[src/rtl/crit_vic_pkg.sv]
package crit_vic_pkg;

   typedef enum logic [3:0] {
      OFF_STAT  = 4'd0,
      OFF_SSET  = 4'd1,
      OFF_EN    = 4'd2,
      OFF_CLASS = 4'd3,
      OFF_POL   = 4'd4,
      OFF_TRIG  = 4'd5,
      OFF_MSTAT = 4'd6,
      OFF_VEC   = 4'd7,
      OFF_VCFG  = 4'd8
   } reg_off_e;

   localparam int unsigned NUM_OFFS = 9;

endpackage

[src/rtl/crit_vic_capture.sv]
module crit_vic_capture #(
   parameter int unsigned W           = 32,
   parameter int unsigned SYNC_STAGES = 2
) (
   input  logic         clk,
   input  logic         rst_n,
   input  logic [W-1:0] raw,
   output logic [W-1:0] rise,
   output logic [W-1:0] fall
);

   if (SYNC_STAGES < 2) begin : g_bad_sync
      $error("crit_vic_capture: SYNC_STAGES must be at least 2");
   end

   logic [W-1:0] chain_q [SYNC_STAGES];
   logic [W-1:0] prev_q;

   always_ff @(posedge clk or negedge rst_n) begin
      if (!rst_n) begin
         for (int s = 0; s < int'(SYNC_STAGES); s++) chain_q[s] <= '0;
         prev_q <= '0;
      end else begin
         chain_q[0] <= raw;
         for (int s = 1; s < int'(SYNC_STAGES); s++) chain_q[s] <= chain_q[s-1];
         prev_q <= chain_q[SYNC_STAGES-1];
      end
   end

   assign rise = chain_q[SYNC_STAGES-1] & ~prev_q;
   assign fall = ~chain_q[SYNC_STAGES-1] & prev_q;

endmodule

[src/rtl/crit_vic_vector.sv]
module crit_vic_vector #(
   parameter int unsigned W           = 32,
   parameter int unsigned STRIDE_LOG2 = 9
) (
   input  logic [W-1:0] pend,
   input  logic [W-3:0] base_hi,
   input  logic         scan_down,
   output logic         any,
   output logic [W-1:0] vec
);

   localparam int unsigned POS_W = $clog2(W);

   if (STRIDE_LOG2 + POS_W > W) begin : g_bad_stride
      $error("crit_vic_vector: stride times positions exceeds vector width");
   end

   logic [W-1:0]     scanv;
   logic [POS_W-1:0] pos;
   logic             found;

   always_comb begin
      for (int i = 0; i < int'(W); i++) begin
         scanv[i] = scan_down ? pend[W-1-i] : pend[i];
      end
      pos   = '0;
      found = 1'b0;
      for (int i = 0; i < int'(W); i++) begin
         if (!found && scanv[i]) begin
            pos   = POS_W'(i);
            found = 1'b1;
         end
      end
   end

   assign any = found;
   assign vec = found ? ({base_hi, 2'b00} + (W'(pos) << STRIDE_LOG2)) : '0;

endmodule

[src/rtl/crit_vic.sv]
module crit_vic
   import crit_vic_pkg::*;
#(
   parameter int unsigned      DATA_W      = 32,
   parameter int unsigned      ADDR_W      = 10,
   parameter logic [ADDR_W-1:0] BASE       = 10'h0C0,
   parameter int unsigned      SYNC_STAGES = 2,
   parameter int unsigned      STRIDE_LOG2 = 9
) (
   input  logic              clk,
   input  logic              rst_n,
   input  logic [DATA_W-1:0] irq_in,
   input  logic [ADDR_W-1:0] bus_addr,
   input  logic              bus_wr,
   input  logic              bus_rd,
   input  logic [DATA_W-1:0] bus_wdata,
   output logic [DATA_W-1:0] bus_rdata,
   output logic              irq_normal,
   output logic              irq_crit
);

   localparam int unsigned NIRQ = DATA_W;

   if (ADDR_W < 4) begin : g_bad_addr
      $error("crit_vic: ADDR_W must hold the nine-word window");
   end
   if (DATA_W < 8) begin : g_bad_data
      $error("crit_vic: DATA_W too small");
   end

   // input line n lands on register bit NIRQ-1-n
   logic [NIRQ-1:0] irq_bits;
   for (genvar n = 0; n < int'(NIRQ); n++) begin : g_map
      assign irq_bits[NIRQ-1-n] = irq_in[n];
   end

   logic [NIRQ-1:0] rise, fall;

   crit_vic_capture #(.W(NIRQ), .SYNC_STAGES(SYNC_STAGES)) u_cap (
      .clk  (clk),
      .rst_n(rst_n),
      .raw  (irq_bits),
      .rise (rise),
      .fall (fall)
   );

   // register window decode
   logic [ADDR_W-1:0] rel;
   logic              hit;
   logic [3:0]        off;
   assign rel = bus_addr - BASE;
   assign hit = (bus_addr >= BASE) && (rel < ADDR_W'(NUM_OFFS));
   assign off = rel[3:0];

   logic wr_stat, wr_sset, wr_en, wr_class, wr_pol, wr_trig, wr_vcfg;
   assign wr_stat  = bus_wr && hit && (off == OFF_STAT);
   assign wr_sset  = bus_wr && hit && (off == OFF_SSET);
   assign wr_en    = bus_wr && hit && (off == OFF_EN);
   assign wr_class = bus_wr && hit && (off == OFF_CLASS);
   assign wr_pol   = bus_wr && hit && (off == OFF_POL);
   assign wr_trig  = bus_wr && hit && (off == OFF_TRIG);
   assign wr_vcfg  = bus_wr && hit && (off == OFF_VCFG);

   logic [DATA_W-1:0] stat_q, lvl_q, en_q, class_q, pol_q, trig_q, vcfg_q, vec_q;
   logic [DATA_W-1:0] stat_d, lvl_d;

   // capture events first, then software clear or set in the same cycle
   always_comb begin
      lvl_d  = (lvl_q | (rise & ~trig_q)) & ~(fall & ~trig_q);
      stat_d = (stat_q | rise) & ~(fall & ~trig_q);
      if (wr_stat)      stat_d = (stat_d & ~bus_wdata) | lvl_d;
      else if (wr_sset) stat_d = stat_d | bus_wdata;
   end

   logic [DATA_W-1:0] pend_n, pend_c, vec_d;
   logic              crit_any;
   assign pend_n = stat_q & en_q & ~class_q;
   assign pend_c = stat_q & en_q & class_q;

   crit_vic_vector #(.W(DATA_W), .STRIDE_LOG2(STRIDE_LOG2)) u_vec (
      .pend     (pend_c),
      .base_hi  (vcfg_q[DATA_W-1:2]),
      .scan_down(vcfg_q[0]),
      .any      (crit_any),
      .vec      (vec_d)
   );

   always_ff @(posedge clk or negedge rst_n) begin
      if (!rst_n) begin
         stat_q     <= '0;
         lvl_q      <= '0;
         en_q       <= '0;
         class_q    <= '0;
         pol_q      <= '0;
         trig_q     <= '0;
         vcfg_q     <= '0;
         vec_q      <= '0;
         irq_normal <= 1'b0;
         irq_crit   <= 1'b0;
      end else begin
         stat_q     <= stat_d;
         lvl_q      <= lvl_d;
         if (wr_en)    en_q    <= bus_wdata;
         if (wr_class) class_q <= bus_wdata;
         if (wr_pol)   pol_q   <= bus_wdata;
         if (wr_trig)  trig_q  <= bus_wdata;
         if (wr_vcfg)  vcfg_q  <= bus_wdata & ~DATA_W'(2);
         vec_q      <= vec_d;
         irq_normal <= |pend_n;
         irq_crit   <= crit_any;
      end
   end

   always_comb begin
      bus_rdata = '0;
      if (bus_rd && hit) begin
         case (off)
            OFF_STAT, OFF_SSET: bus_rdata = stat_q;
            OFF_EN:             bus_rdata = en_q;
            OFF_CLASS:          bus_rdata = class_q;
            OFF_POL:            bus_rdata = pol_q;
            OFF_TRIG:           bus_rdata = trig_q;
            OFF_MSTAT:          bus_rdata = stat_q & en_q;
            OFF_VEC:            bus_rdata = vec_q;
            OFF_VCFG:           bus_rdata = vcfg_q;
            default:            bus_rdata = '0;
         endcase
      end
   end

   // an edge-mode status bit stays set until software clears it
   a_r3_edge_sticky: assert property (@(posedge clk) disable iff (!rst_n)
      !$past(wr_stat) |-> (($past(stat_q) & $past(trig_q) & ~stat_q) == '0));

   // a tracked active level is always reflected in status
   a_r5_level_pending: assert property (@(posedge clk) disable iff (!rst_n)
      (lvl_q & ~stat_q) == '0);

   // vector is zero whenever the critical line is low
   a_r10_vec_idle: assert property (@(posedge clk) disable iff (!rst_n)
      !irq_crit |-> (vec_q == '0));

   // configuration bit 1 never holds a one
   a_r11_cfg_bit1: assert property (@(posedge clk) disable iff (!rst_n)
      vcfg_q[1] == 1'b0);

endmodule

[config.mk]
export PLATFORM = sky130hd
export DESIGN_NAME = crit_vic
export DESIGN_NICKNAME = d
export VERILOG_FILES = /design/src/rtl/crit_vic_pkg.sv /design/src/rtl/crit_vic_capture.sv /design/src/rtl/crit_vic_vector.sv /design/src/rtl/crit_vic.sv
export SDC_FILE = /design/constraint.sdc
export NUM_CORES = 1
export LEC_CHECK = 0
export ABC_AREA = 1
export ABC_CLOCK_PERIOD_IN_PS = 7350
export BUFFER_PORTS_ARGS = -buffer_cell sky130_fd_sc_hd__buf_2
export CORE_MARGIN = 2
export CORE_UTILIZATION = 52
export DETAILED_ROUTE_END_ITERATION = 8
export MAX_ROUTING_LAYER = met4
export PLACE_DENSITY = 0.72
export SLEW_MARGIN = 40
export SYNTH_ARGS = -nofsm -noshare
export SYNTH_HDL_FRONTEND = slang
export SYNTH_SLANG_ARGS = --single-unit
[constraint.sdc]
create_clock -name clk -period 7.35 [get_ports clk]
set_input_delay 0.3675 -clock clk [delete_from_list [all_inputs] [get_ports clk]]
set_output_delay 0.3675 -clock clk [all_outputs]
set_load 0.02 [all_outputs]
==> results <==
- The flow ran to the end, and the final reports show no timing, DRC or antenna violations.
- The pre-antenna-repair detailed-routing pass consisted of 6 iterations.
- Synthesis produced 1882 cells.
- The largest net degree at the start of global routing is 104.
- For this run, the number of Yosys warnings is 0.
- The pin slew with the least headroom to its limit is 860 ps.
- The post-synthesis average cell area is 8.67 um2.
- The number of global-route vias before repair is 14.0k.
- At the end of routability-driven placement, the weighted congestion stood at approximately 0.88.
- The sequential cell area fraction in the yosys report is 53.8%.
- The endpoint of the worst-slack reg-to-reg timing path is vec_q[31]$_DFF_PN0_.
- Among cell families on the critical path, the largest total delay comes from simple AND/OR/NAND/NOR gates.
- Measured against its own limit, the worst slew margin works out to 42.6%.
- The number of buffers and inverters on the critical path is 2.
- The routed length per instance is 19.6 um.
- For this run the aggregate overflow at the end of global routing stands at 0.
- The placed instance area is 17300 um2.
- On the final layout, the worst clock skew is between 10 and 15 ps.
- The synthesized netlist occupies a cell area of roughly 16000 um2.
- Across the run, the number of max-cap violations was 0.
- The later pin in the worst-skew pair is clocked with a latency of 530 ps.
- The post-route minimum period is 6630 ps.
- Once detail routing completed, the nets flagged for antenna violations numbered 0.
- STA classifies the critical path startpoint as a flip-flop.
- The number of gates resized after CTS was 0.
- The post-placement setup slack is 789 ps.
- In the post-route analysis, the smallest setup slack over all paths is 721 ps.
- Global routing used 30.5% of the available tracks.
- After floorplanning, the core was sized to cover 30700 um2.
- Data on the critical path is required at its endpoint by ~7700 ps.
- The clock tree synthesis step divided the H-tree into 2 levels.
- For the worst setup path, the data arrival time is approximately 7000 ps.
- In this run the critical register-to-register path is launched from vcfg_q[0]$_DFFE_PN0P_.
- The number of clock buffers added by TritonCTS is 38.
- The slowest cell on the critical path is fa_1.
- The number of sinks handled by clock tree synthesis is 351.
- The largest fanout on the critical path is 21.
- Static timing analysis puts the maximum clock frequency at around 0.15 GHz.
- The number of library cell types mapped by synthesis is 46.
- The starting density of the core is between 50% and 60%.
- The hold path depth is 3.
- In the post-synthesis netlist, the biggest area contributors are dfrtp_1, nand2_1, inv_1.
- The overall die width is 181 um.
- Buffers added to address setup during post-CTS repair amount to 0.
- The synthesized design contains 351 register bits.
- The die boundary height is 181 um.
- The worst hold path terminates at vcfg_q[7]$_DFFE_PN0P_.
- The max-slew violation total from the final report is 0.
- The routed design has 47500 um of wire.
- The dominant cell type by count on the critical path is nor2_4.
- The internal reg-to-reg setup slack is 720 ps.
- For this block, the initial DRC count from the detailed router was between 1.5k and 2k.
- The share of the clock period used by the worst path after layout is 90.2%.
- The final design instance area without fill is around 19000 um2.
- Dividing total power by cell area gives a power density of around 230 nW/um2.
- The post-route netlist has 12.3% of its cells at a drive strength greater than 1.
- The final number of hold-violating endpoints is 0.
- The analysis attributes to cell leakage a power of approximately 9.4 nW.
- The master cell of the clock root buffer is clkbuf_16.
- In this run the core area contains 64 standard-cell rows.
- The largest vdd supply drop is between 200 and 250 uV.
- Setup violations remaining at the end of the flow were counted as 0.
- The min-delay analysis places its worst path in the category primary input to flip-flop.
- The number of antenna violations at the first check in global routing is 3.
- The vias per cell is 5.80.
- When the netlist entered floorplanning its net count stood at 1967.
- In this run the count of I/O pins placed on the die edge is roughly 110.
- The largest buffer count on any clock path is 3.
- The category of the most critical setup path is flip-flop to flip-flop.
- For this run, design rule violations remaining after detail routing come to 0.
- The first-pass GRT wire length is roughly 76000 um.
- The number of hold-repair buffers added at the cts stage is 33.
- The share of async-settable or async-resettable flops after synthesis is between 90% and 100%.
- The die footprint is between 30000 and 40000 um2.
- Buffers placed on the I/O ports in this run total 111.
- Of the post-synthesis cell area, the dominant cell type holds 53.8%.
- The most used flip-flop cell after synthesis is dfrtp_1.
- In this design, the stage delay of the slowest critical-path cell is 430 ps.
- Setup repair after global routing left no endpoint under its margin.
- The net count of the finished layout is 2095.
- The final total negative setup slack is 0 ps.
- The growth of design area from synthesis to finish is 15.9%.
- Clock-pin slew was measured on the worst setup and hold paths at 60 ps.
- The nature of the critical path endpoint is a flip-flop.
- The placed wire-length estimate after detailed placement is 31300 um.
- The number of enable-type register cells in the synthesized netlist is 0.
- The startpoint identified for the worst hold timing path is bus_wdata[7].
- Summed over all instances, the cell type with the most area after synthesis is dfrtp_1.
- The depth of the worst register-to-register path is 40.
- The TritonCTS clock tree is done.
- For this block, the via count after detailed routing is 14.1k.
==> cell type report <==
cell class	count	area, um2
clock buffers	54	1160
diodes	1	2.50
clock inverters	8	71.3
repair buffers	168	1130
fillers	2640	11800
well taps	396	495
inverters	328	1230
flip-flops and latches	351	8780
multi-input cells	1123	6040
==> Yosys cell counts, drive strengths merged (3+ instances only) <==
master / number
o22ai: 36
o31ai: 3
buf: 9
inv: 328
clkbuf: 71
nand2: 346
a311oi: 21
nor4: 5
a41oi: 11
a21oi: 51
dfrtp: 351
nand4: 12
o21ai: 193
o21a: 27
o32ai: 12
nand3: 124
o2111ai: 4
a221oi: 21
ha: 6
xor2: 11
nor2: 144
a31oi: 4
o221ai: 64
nor3: 17
==> worst min-delay path, stage by stage <==
cell	delay (ps)
buf_2	120
nand2_1	50
o21ai_0	60
==> power breakdown <==
group / switching (mW) / total, mW / internal, mW
sequential: 0.0430 / 2.07 / 2.03
combinational: 0.253 / 0.380 / 0.127
clock: 0.758 / 1.89 / 1.13
==> through the flow <==
stage                     hold slack, ps  power [mW]  std cells  util, %
after floorplan                     71.9        2.31       1882        -
after global placement               332        2.45       2331     56.2
after detailed placement             288        2.47       2333     56.4
after CTS                           89.1        4.37       2428     61.5
after global routing                 118        4.51       2429     61.5
final                                102        4.34       2429     61.5
==> per-layer routing <==
metal	GRT usage, %	routed length (um)	share of wire (%)	up-vias
met5	-	0	0	-
met4	12.4	1920	4.0	0
met3	4.70	3750	7.9	145
met2	48.2	22100	46	604
met1	39.7	19800	42	6812
li1	-	-	-	6531
==> layout by cell type (no fill, tap or decap), drive strengths merged, types with 2 or more instances in the layout <==
cell and n:
o21a 27, o2111ai 4, clkinv 6, nand4 12, clkbuf 54, a211oi 2, nor2 144, a41oi 11
xor2 11, nor4 5, o21ai 193, o22ai 36, nand3 124, dlygate4sd3 33, nand3b 2, a311oi 21
buf 135, nand2 346, a31oi 4, nor3 17, ha 6, a221oi 21, o32ai 12, dfrtp 351
inv 328, o221ai 64, o31ai 3, a21oi 51
==> registers in the layout, summed over array words and instances, names as in the netlist, 32 cells and up <==
register and flops:
u_cap.chain_q 64, en_q 32, class_q 32, trig_q 32, lvl_q 32, pol_q 32, u_cap.prev_q 32, stat_q 32
==> logic make-up after synthesis <==
logic type	count (synthesis)	synth area share, %
multiplexers	1	0.0614
buffers and inverters	408	9.60
adder cells (fa/ha/maj)	7	0.583
AO/OA/AOI/OAI	452	17.8
AND/OR/NAND/NOR	651	17.5
XOR/XNOR	12	0.644
flip-flops	351	53.8
==> worst max path at each step <==
stage | to | cells after the start | start | slack [ps]
global route | vec_q[31]$_DFF_PN0_ | 40 | vcfg_q[0]$_DFFE_PN0P_ | 5
global placement | vec_q[31]$_DFF_PN0_ | 40 | vcfg_q[0]$_DFFE_PN0P_ | 940
CTS | vec_q[31]$_DFF_PN0_ | 40 | vcfg_q[0]$_DFFE_PN0P_ | 760
finish | vec_q[31]$_DFF_PN0_ | 40 | vcfg_q[0]$_DFFE_PN0P_ | 720
floorplan | vec_q[31]$_DFF_PN0_ | 40 | vcfg_q[0]$_DFFE_PN0P_ | 1800
detailed placement | vec_q[31]$_DFF_PN0_ | 40 | vcfg_q[0]$_DFFE_PN0P_ | 790
No activity file was read; power rests on OpenSTA's default activity.
